## config.mk

```make
export PLATFORM = sky130hd
export DESIGN_NAME = hotswap_reset_seq
export DESIGN_NICKNAME = d
export VERILOG_FILES = /design/src/rtl/hsr_pkg.sv /design/src/rtl/hsr_sync.sv /design/src/rtl/hsr_glitch_filter.sv /design/src/rtl/hsr_delay_timer.sv /design/src/rtl/hotswap_reset_seq.sv
export SDC_FILE = /design/constraint.sdc
export NUM_CORES = 1
export LEC_CHECK = 0
export BUFFER_PORTS_ARGS = -buffer_cell sky130_fd_sc_hd__buf_4
export CAP_MARGIN = 40
export CORE_UTILIZATION = 50
export DETAILED_ROUTE_END_ITERATION = 12
export GPL_ROUTABILITY_DRIVEN = 0
export PLACE_DENSITY = 0.68
export SYNTH_ARGS = -nofsm -noshare
export SYNTH_HDL_FRONTEND = slang
export SYNTH_SLANG_ARGS = --single-unit
```

## constraint.sdc

```tcl
create_clock -name clk -period 3.6 [get_ports clk]
set_clock_uncertainty 0.15 [all_clocks]
set_input_delay 0 -clock clk [delete_from_list [all_inputs] [get_ports clk]]
set_output_delay 0 -clock clk [all_outputs]
set_load 0.05 [all_outputs]
```

## src/rtl/hsr_pkg.sv

```systemverilog
package hsr_pkg;
    typedef enum logic [2:0] {
        ST_HOLD   = 3'd0,
        ST_DELAY  = 3'd1,
        ST_RUN    = 3'd2,
        ST_PULSE  = 3'd3,
        ST_FOLLOW = 3'd4
    } hsr_state_t;
endpackage

```

## src/rtl/hsr_sync.sv

```systemverilog
module hsr_sync #(
    parameter int          W       = 1,
    parameter logic [W-1:0] RST_VAL = '0
) (
    input  logic         clk,
    input  logic         rst_n,
    input  logic [W-1:0] din,
    output logic [W-1:0] dout
);
    logic [W-1:0] meta_q;
    logic [W-1:0] sync_q;

    always_ff @(posedge clk or negedge rst_n) begin
        if (!rst_n) begin
            meta_q <= RST_VAL;
            sync_q <= RST_VAL;
        end else begin
            meta_q <= din;
            sync_q <= meta_q;
        end
    end

    assign dout = sync_q;
endmodule

```

## src/rtl/hsr_glitch_filter.sv

```systemverilog
module hsr_glitch_filter #(
    parameter int FILT_LEN = 4
) (
    input  logic clk,
    input  logic rst_n,
    input  logic din_n,
    output logic low_ok
);
    localparam int CW = $clog2(FILT_LEN + 1);
    localparam logic [CW-1:0] CMAX = CW'(FILT_LEN);

    logic [CW-1:0] run_q;

    always_ff @(posedge clk or negedge rst_n) begin
        if (!rst_n) begin
            run_q <= '0;
        end else if (din_n) begin
            run_q <= '0;
        end else if (run_q != CMAX) begin
            run_q <= run_q + 1'b1;
        end
    end

    assign low_ok = (run_q == CMAX);

    // a qualified low requires the last sample to have been low
    assert_filter_needs_low_R5: assert property (@(posedge clk) disable iff (!rst_n)
        low_ok |-> !$past(din_n));

    // run counter saturates at the filter length
    assert_filter_no_overflow_R5: assert property (@(posedge clk) disable iff (!rst_n)
        run_q <= CMAX);
endmodule

```

## src/rtl/hsr_delay_timer.sv

```systemverilog
module hsr_delay_timer #(
    parameter int CYC = 1000
) (
    input  logic clk,
    input  logic rst_n,
    input  logic load,
    input  logic run,
    output logic expired
);
    localparam int TW = (CYC < 2) ? 1 : $clog2(CYC);
    localparam logic [TW-1:0] TOP = TW'(CYC - 1);

    logic [TW-1:0] cnt_q;

    always_ff @(posedge clk or negedge rst_n) begin
        if (!rst_n) begin
            cnt_q <= '0;
        end else if (load) begin
            cnt_q <= TOP;
        end else if (run && cnt_q != '0) begin
            cnt_q <= cnt_q - 1'b1;
        end
    end

    assign expired = (cnt_q == '0);

    // a freshly loaded count is never already expired unless CYC is 1
    assert_timer_load_R2: assert property (@(posedge clk) disable iff (!rst_n)
        load |=> (cnt_q == TOP));
endmodule

```

## src/rtl/hotswap_reset_seq.sv

```systemverilog
module hotswap_reset_seq #(
    parameter int BDSEL_W   = 2,
    parameter int FILT_LEN  = 4,
    parameter int PWRUP_CYC = 1000
) (
    input  logic               clk,
    input  logic               rst_n,
    input  logic [1:0]         host_ok_i,
    input  logic [1:0]         card_ok_i,
    input  logic [BDSEL_W-1:0] bdsel_n_i,
    input  logic               pwr_en_i,
    input  logic               bus_rst_n_i,
    output logic               local_rst_n_o,
    output logic               in_reset_o
);
    import hsr_pkg::*;

    localparam int IN_W = 6 + BDSEL_W;
    localparam logic [IN_W-1:0] IN_RST = {2'b00, 2'b00, {BDSEL_W{1'b1}}, 1'b0, 1'b0};
    localparam int HW = $clog2(PWRUP_CYC + 1);
    localparam logic [HW-1:0] HMAX = HW'(PWRUP_CYC);

    logic [IN_W-1:0]    raw_vec;
    logic [IN_W-1:0]    syn_vec;
    logic [1:0]         host_s;
    logic [1:0]         card_s;
    logic [BDSEL_W-1:0] bdsel_s;
    logic               pwren_s;
    logic               bus_s;

    assign raw_vec = {host_ok_i, card_ok_i, bdsel_n_i, pwr_en_i, bus_rst_n_i};

    hsr_sync #(.W(IN_W), .RST_VAL(IN_RST)) u_sync (
        .clk   (clk),
        .rst_n (rst_n),
        .din   (raw_vec),
        .dout  (syn_vec)
    );

    assign {host_s, card_s, bdsel_s, pwren_s, bus_s} = syn_vec;

    logic pwr_ok;
    logic all_ok;
    assign pwr_ok = (&host_s) && (&card_s) && (bdsel_s == '0) && pwren_s;
    assign all_ok = pwr_ok && bus_s;

    logic bus_low_q;
    hsr_glitch_filter #(.FILT_LEN(FILT_LEN)) u_filt (
        .clk    (clk),
        .rst_n  (rst_n),
        .din_n  (bus_s),
        .low_ok (bus_low_q)
    );

    hsr_state_t state_q, state_d;
    logic tmr_load, tmr_run, tmr_done;

    hsr_delay_timer #(.CYC(PWRUP_CYC)) u_tmr (
        .clk     (clk),
        .rst_n   (rst_n),
        .load    (tmr_load),
        .run     (tmr_run),
        .expired (tmr_done)
    );

    // state register
    always_ff @(posedge clk or negedge rst_n) begin
        if (!rst_n) state_q <= ST_HOLD;
        else        state_q <= state_d;
    end

    // next state
    always_comb begin
        state_d  = state_q;
        tmr_load = 1'b0;
        unique case (state_q)
            ST_HOLD: begin
                if (all_ok) begin
                    state_d  = ST_DELAY;
                    tmr_load = 1'b1;
                end
            end
            ST_DELAY: begin
                if (!all_ok)       state_d = ST_HOLD;
                else if (tmr_done) state_d = ST_RUN;
            end
            ST_RUN: begin
                if (!pwr_ok) begin
                    state_d = ST_HOLD;
                end else if (bus_low_q) begin
                    state_d  = ST_PULSE;
                    tmr_load = 1'b1;
                end
            end
            ST_PULSE: begin
                if (!pwr_ok)       state_d = ST_HOLD;
                else if (tmr_done) state_d = bus_s ? ST_RUN : ST_FOLLOW;
            end
            ST_FOLLOW: begin
                if (!pwr_ok)   state_d = ST_HOLD;
                else if (bus_s) state_d = ST_RUN;
            end
            default: state_d = ST_HOLD;
        endcase
    end

    // outputs
    always_comb begin
        tmr_run       = 1'b0;
        local_rst_n_o = 1'b0;
        unique case (state_q)
            ST_HOLD:   local_rst_n_o = 1'b0;
            ST_DELAY:  tmr_run = 1'b1;
            ST_RUN:    local_rst_n_o = 1'b1;
            ST_PULSE:  tmr_run = 1'b1;
            ST_FOLLOW: local_rst_n_o = 1'b0;
            default:   local_rst_n_o = 1'b0;
        endcase
        in_reset_o = ~local_rst_n_o;
    end

    // length of the current asserted stretch, used by the width check
    logic [HW-1:0] held_q;
    always_ff @(posedge clk or negedge rst_n) begin
        if (!rst_n)              held_q <= '0;
        else if (local_rst_n_o)  held_q <= '0;
        else if (held_q != HMAX) held_q <= held_q + 1'b1;
    end

    // release only follows a cycle in which every condition held
    assert_release_needs_all_R2: assert property (@(posedge clk) disable iff (!rst_n)
        $rose(local_rst_n_o) |-> $past(all_ok));

    // a power condition failure while released asserts the reset next
    assert_power_fail_R4: assert property (@(posedge clk) disable iff (!rst_n)
        (local_rst_n_o && !pwr_ok) |=> !local_rst_n_o);

    // every asserted stretch lasts at least the delay length
    assert_min_width_R6: assert property (@(posedge clk) disable iff (!rst_n)
        $rose(local_rst_n_o) |-> (held_q == HMAX));

    // no release while the synchronized incoming reset is low
    assert_bus_low_holds_R9: assert property (@(posedge clk) disable iff (!rst_n)
        (!local_rst_n_o && !bus_s) |=> !local_rst_n_o);
endmodule

```

==> impl_metrics.yaml <==
outcome:
  status: "finished clean"
clocking:
  clkLatencyLatePin_ns: 0.32
  numCtsBuffers: 5
  cts_resized: 0
  cts_tree: "built"
  clock_path_buffers: 2
  htree_levels: 2
  cts_sinks: 32
  cts_setup_buffers: 0
  root_buffer: "clkbuf_4"
  path_clk_slew_ns: 0.10
  ctsHoldBuffers: 11
die:
  start_util: 0.535
  die_w_um: 53.9
  coreArea_mm2: 0.00252
  placementRows: 18
  io_pins: 12
  die_h_um: 53.9
  die-area_mm2: 0.00291
route:
  via_per_inst: 5.47
  ant_nets: 0
  wl_per_cell_um: 13.7
  remaining_drc_errors: 0
  drtPass1Iterations: 4
  drt_iter0_drc: 25
  via_count: 974
  drt-total-wl_mm: 2.44
place:
  port_buffers: 11
  dpl_cell_area_mm2: 0.00145
  pre_cts_ws_ns: 1.59
  hpwlAfterDp_mm: 1.53
global_route:
  first_global_vias: 981
  gr-total-overflow: 0
  grt_max_degree: 26
  grt.total_usage: 0.212
  grt_pass1_wl_mm: 4.11
  antenna_found_initial: 0
finish:
  regArea_um2: 806
  nFillCells: 200
  final_cell_mix: "28 x dfrtp_1, 12 x nand2_1, 11 x nor2_1, 11 x dlygate4sd3_1, 11 x buf_4"
  diodes: 0
  num-nets-final: 161
  final_common_cell: "dfrtp_1"
  layout-drive-gt1-share: 0.189
  finish.instance_area_mm2: 0.00166
  multi_input_area_um2: 498
  synthToLayoutAreaGrowth_pct: 22.7
sta:
  timing.fmax_mhz: 487
  finalSetupTns_ns: 0
  setup_violations: 0
  setup_ws_ns: 1.55
  layout_min_cycle_time_ns: 2.05
  slew_headroom: 0.556
  worstMarginPinSlew_ns: 0.660
  hold_viol: 0
  fin_crit_sh: 0.571
  hold_slack_ns: 0.176
  drv_slew: 0
  rsz0062_at_grt: "false"
synthesis:
  synth_top_area_frac: 0.519
  syn-num-nets: 133
  yosysWarnings: 0
  synth_area_per_cell_um2: 11.3
  seq_area_frac_synth: 0.597
  synth_area_mm2: 0.00135
  syn_inst: 119
  ys_top_cells_by_area: "dfrtp_1 52%, dfstp_2 7.8%, ha_1 3.7%"
  synth-seq-cells: 32
  synth_cell_types: 34
  synth.largest_area_cell: "dfrtp_1"
pwr:
  cellLeakagePower_nw: 0.770
  ir_worst_vdd_mv: 0.329
  powerDensity_mw_per_mm2: 505
  power_w: 0.000836
critical_path:
  r2r_setup_slack_ns: 1.55
  endpoint_kind: "flip-flop"
  start_kind: "flip-flop"
  critical_path_arrival_ns: 2.14
  path_max_fanout: 5
  cp.required_ns: 3.69
  critPathKind: "flip-flop to flip-flop"
min_path:
  hold_class: "primary input to flip-flop"
job:
  maxCapViolCount: 0
[metal layers]
layer | track usage | up-vias | wire (um)
met5 | 0 | - | 0
met4 | 0.0833 | 0 | 39
met3 | 0.0847 | 6 | 100
met2 | 0.350 | 22 | 1200
met1 | 0.246 | 477 | 1100
li1 | - | 469 | -
[sequential cells by signal, summed over array words and instances, names as in the netlist]
signal / flops
u_sync.dout: 8
u_sync.meta_q: 8
state_q: 3
u_tmr.cnt_q: 10
u_filt.run_q: 3
[layout make-up]
| cell class | instances | area share |
|---|---|---|
| Timing Repair Buffer | 23 | 0.125 |
| Multi-Input combinational cell | 77 | 0.301 |
| Sequential cell | 32 | 0.487 |
| Clock buffer | 6 | 0.0249 |
| Inverter | 8 | 0.0181 |
| Clock inverter | 2 | 0.0212 |
| Tap cell | 30 | 0.0227 |
[Yosys cell counts]
master / instances
a211oi_1: 2
a21boi_0: 1
a21oi_1: 3
a31oi_1: 2
and2_1: 1
and2_2: 1
buf_6: 1
clkbuf_1: 1
dfrtp_1: 28
dfstp_2: 4
ha_1: 4
inv_1: 8
mux2i_1: 4
nand2_1: 12
nand2b_1: 2
nand3_1: 6
nand4_1: 3
nor2_1: 11
nor2b_1: 3
nor3_1: 2
nor3b_1: 1
nor4_1: 2
nor4b_2: 1
o211ai_1: 1
o21a_1: 1
o21ai_0: 2
o311ai_1: 1
o31ai_1: 2
o41ai_1: 1
or3b_2: 1
or4_1: 1
or4_4: 2
or4b_1: 1
xnor2_1: 3
[stage by stage]
stage | std cells | utilization
2_1_floorplan | 119 | -
3_3_place_gp | 158 | 0.576
3_5_place_dp | 158 | 0.576
4_1_cts | 177 | 0.650
5_1_grt | 178 | 0.656
6_report | 178 | 0.656
[kinds of logic after synthesis]
kind of cell,Yosys count,synth area share
and+or+nand+nor,50,0.203
DFF,32,0.597
AOI/OAI and AO/OA,16,0.0798
buffers and inverters,10,0.0334
muxes,4,0.0297
adders and majority gates,4,0.0371
xor gates and xnor gates,3,0.0195
[power breakdown]
| group | switching (W) | total, W | internal (W) |
|---|---|---|---|
| Clock | 0.000115 | 0.000261 | 0.000145 |
| Combinational | 0.0000782 | 0.000145 | 0.0000673 |
| Sequential | 0.0000340 | 0.000430 | 0.000396 |
| Total | 0.000227 | 0.000836 | 0.000609 |
[worst max-delay path: stages (launching register included)]
cell	delay (ns)
dfrtp_1	0.43
inv_1	0.10
ha_1	0.19
nor3b_1	0.46
and2_1	0.29
nand4_1	0.11
a211oi_1	0.25
[final timing paths]
path,startpoint,to,depth (start not counted)
max,u_tmr.cnt_q[0]$_DFFE_PN0P_,state_q[2]$_DFFE_PN0P_,6
min,bus_rst_n_i,u_sync.meta_q[0]$_DFF_PN0_,2
min reg2reg,u_sync.meta_q[7]$_DFF_PN0_,u_sync.dout[7]$_DFF_PN0_,0
max in group asynchronous,rst_n,u_sync.dout[6]$_DFF_PN0_,5
max reg2reg,u_tmr.cnt_q[0]$_DFFE_PN0P_,state_q[2]$_DFFE_PN0P_,6
min in group asynchronous,rst_n,u_tmr.cnt_q[0]$_DFFE_PN0P_,3
(Power assumes the default switching activity.)
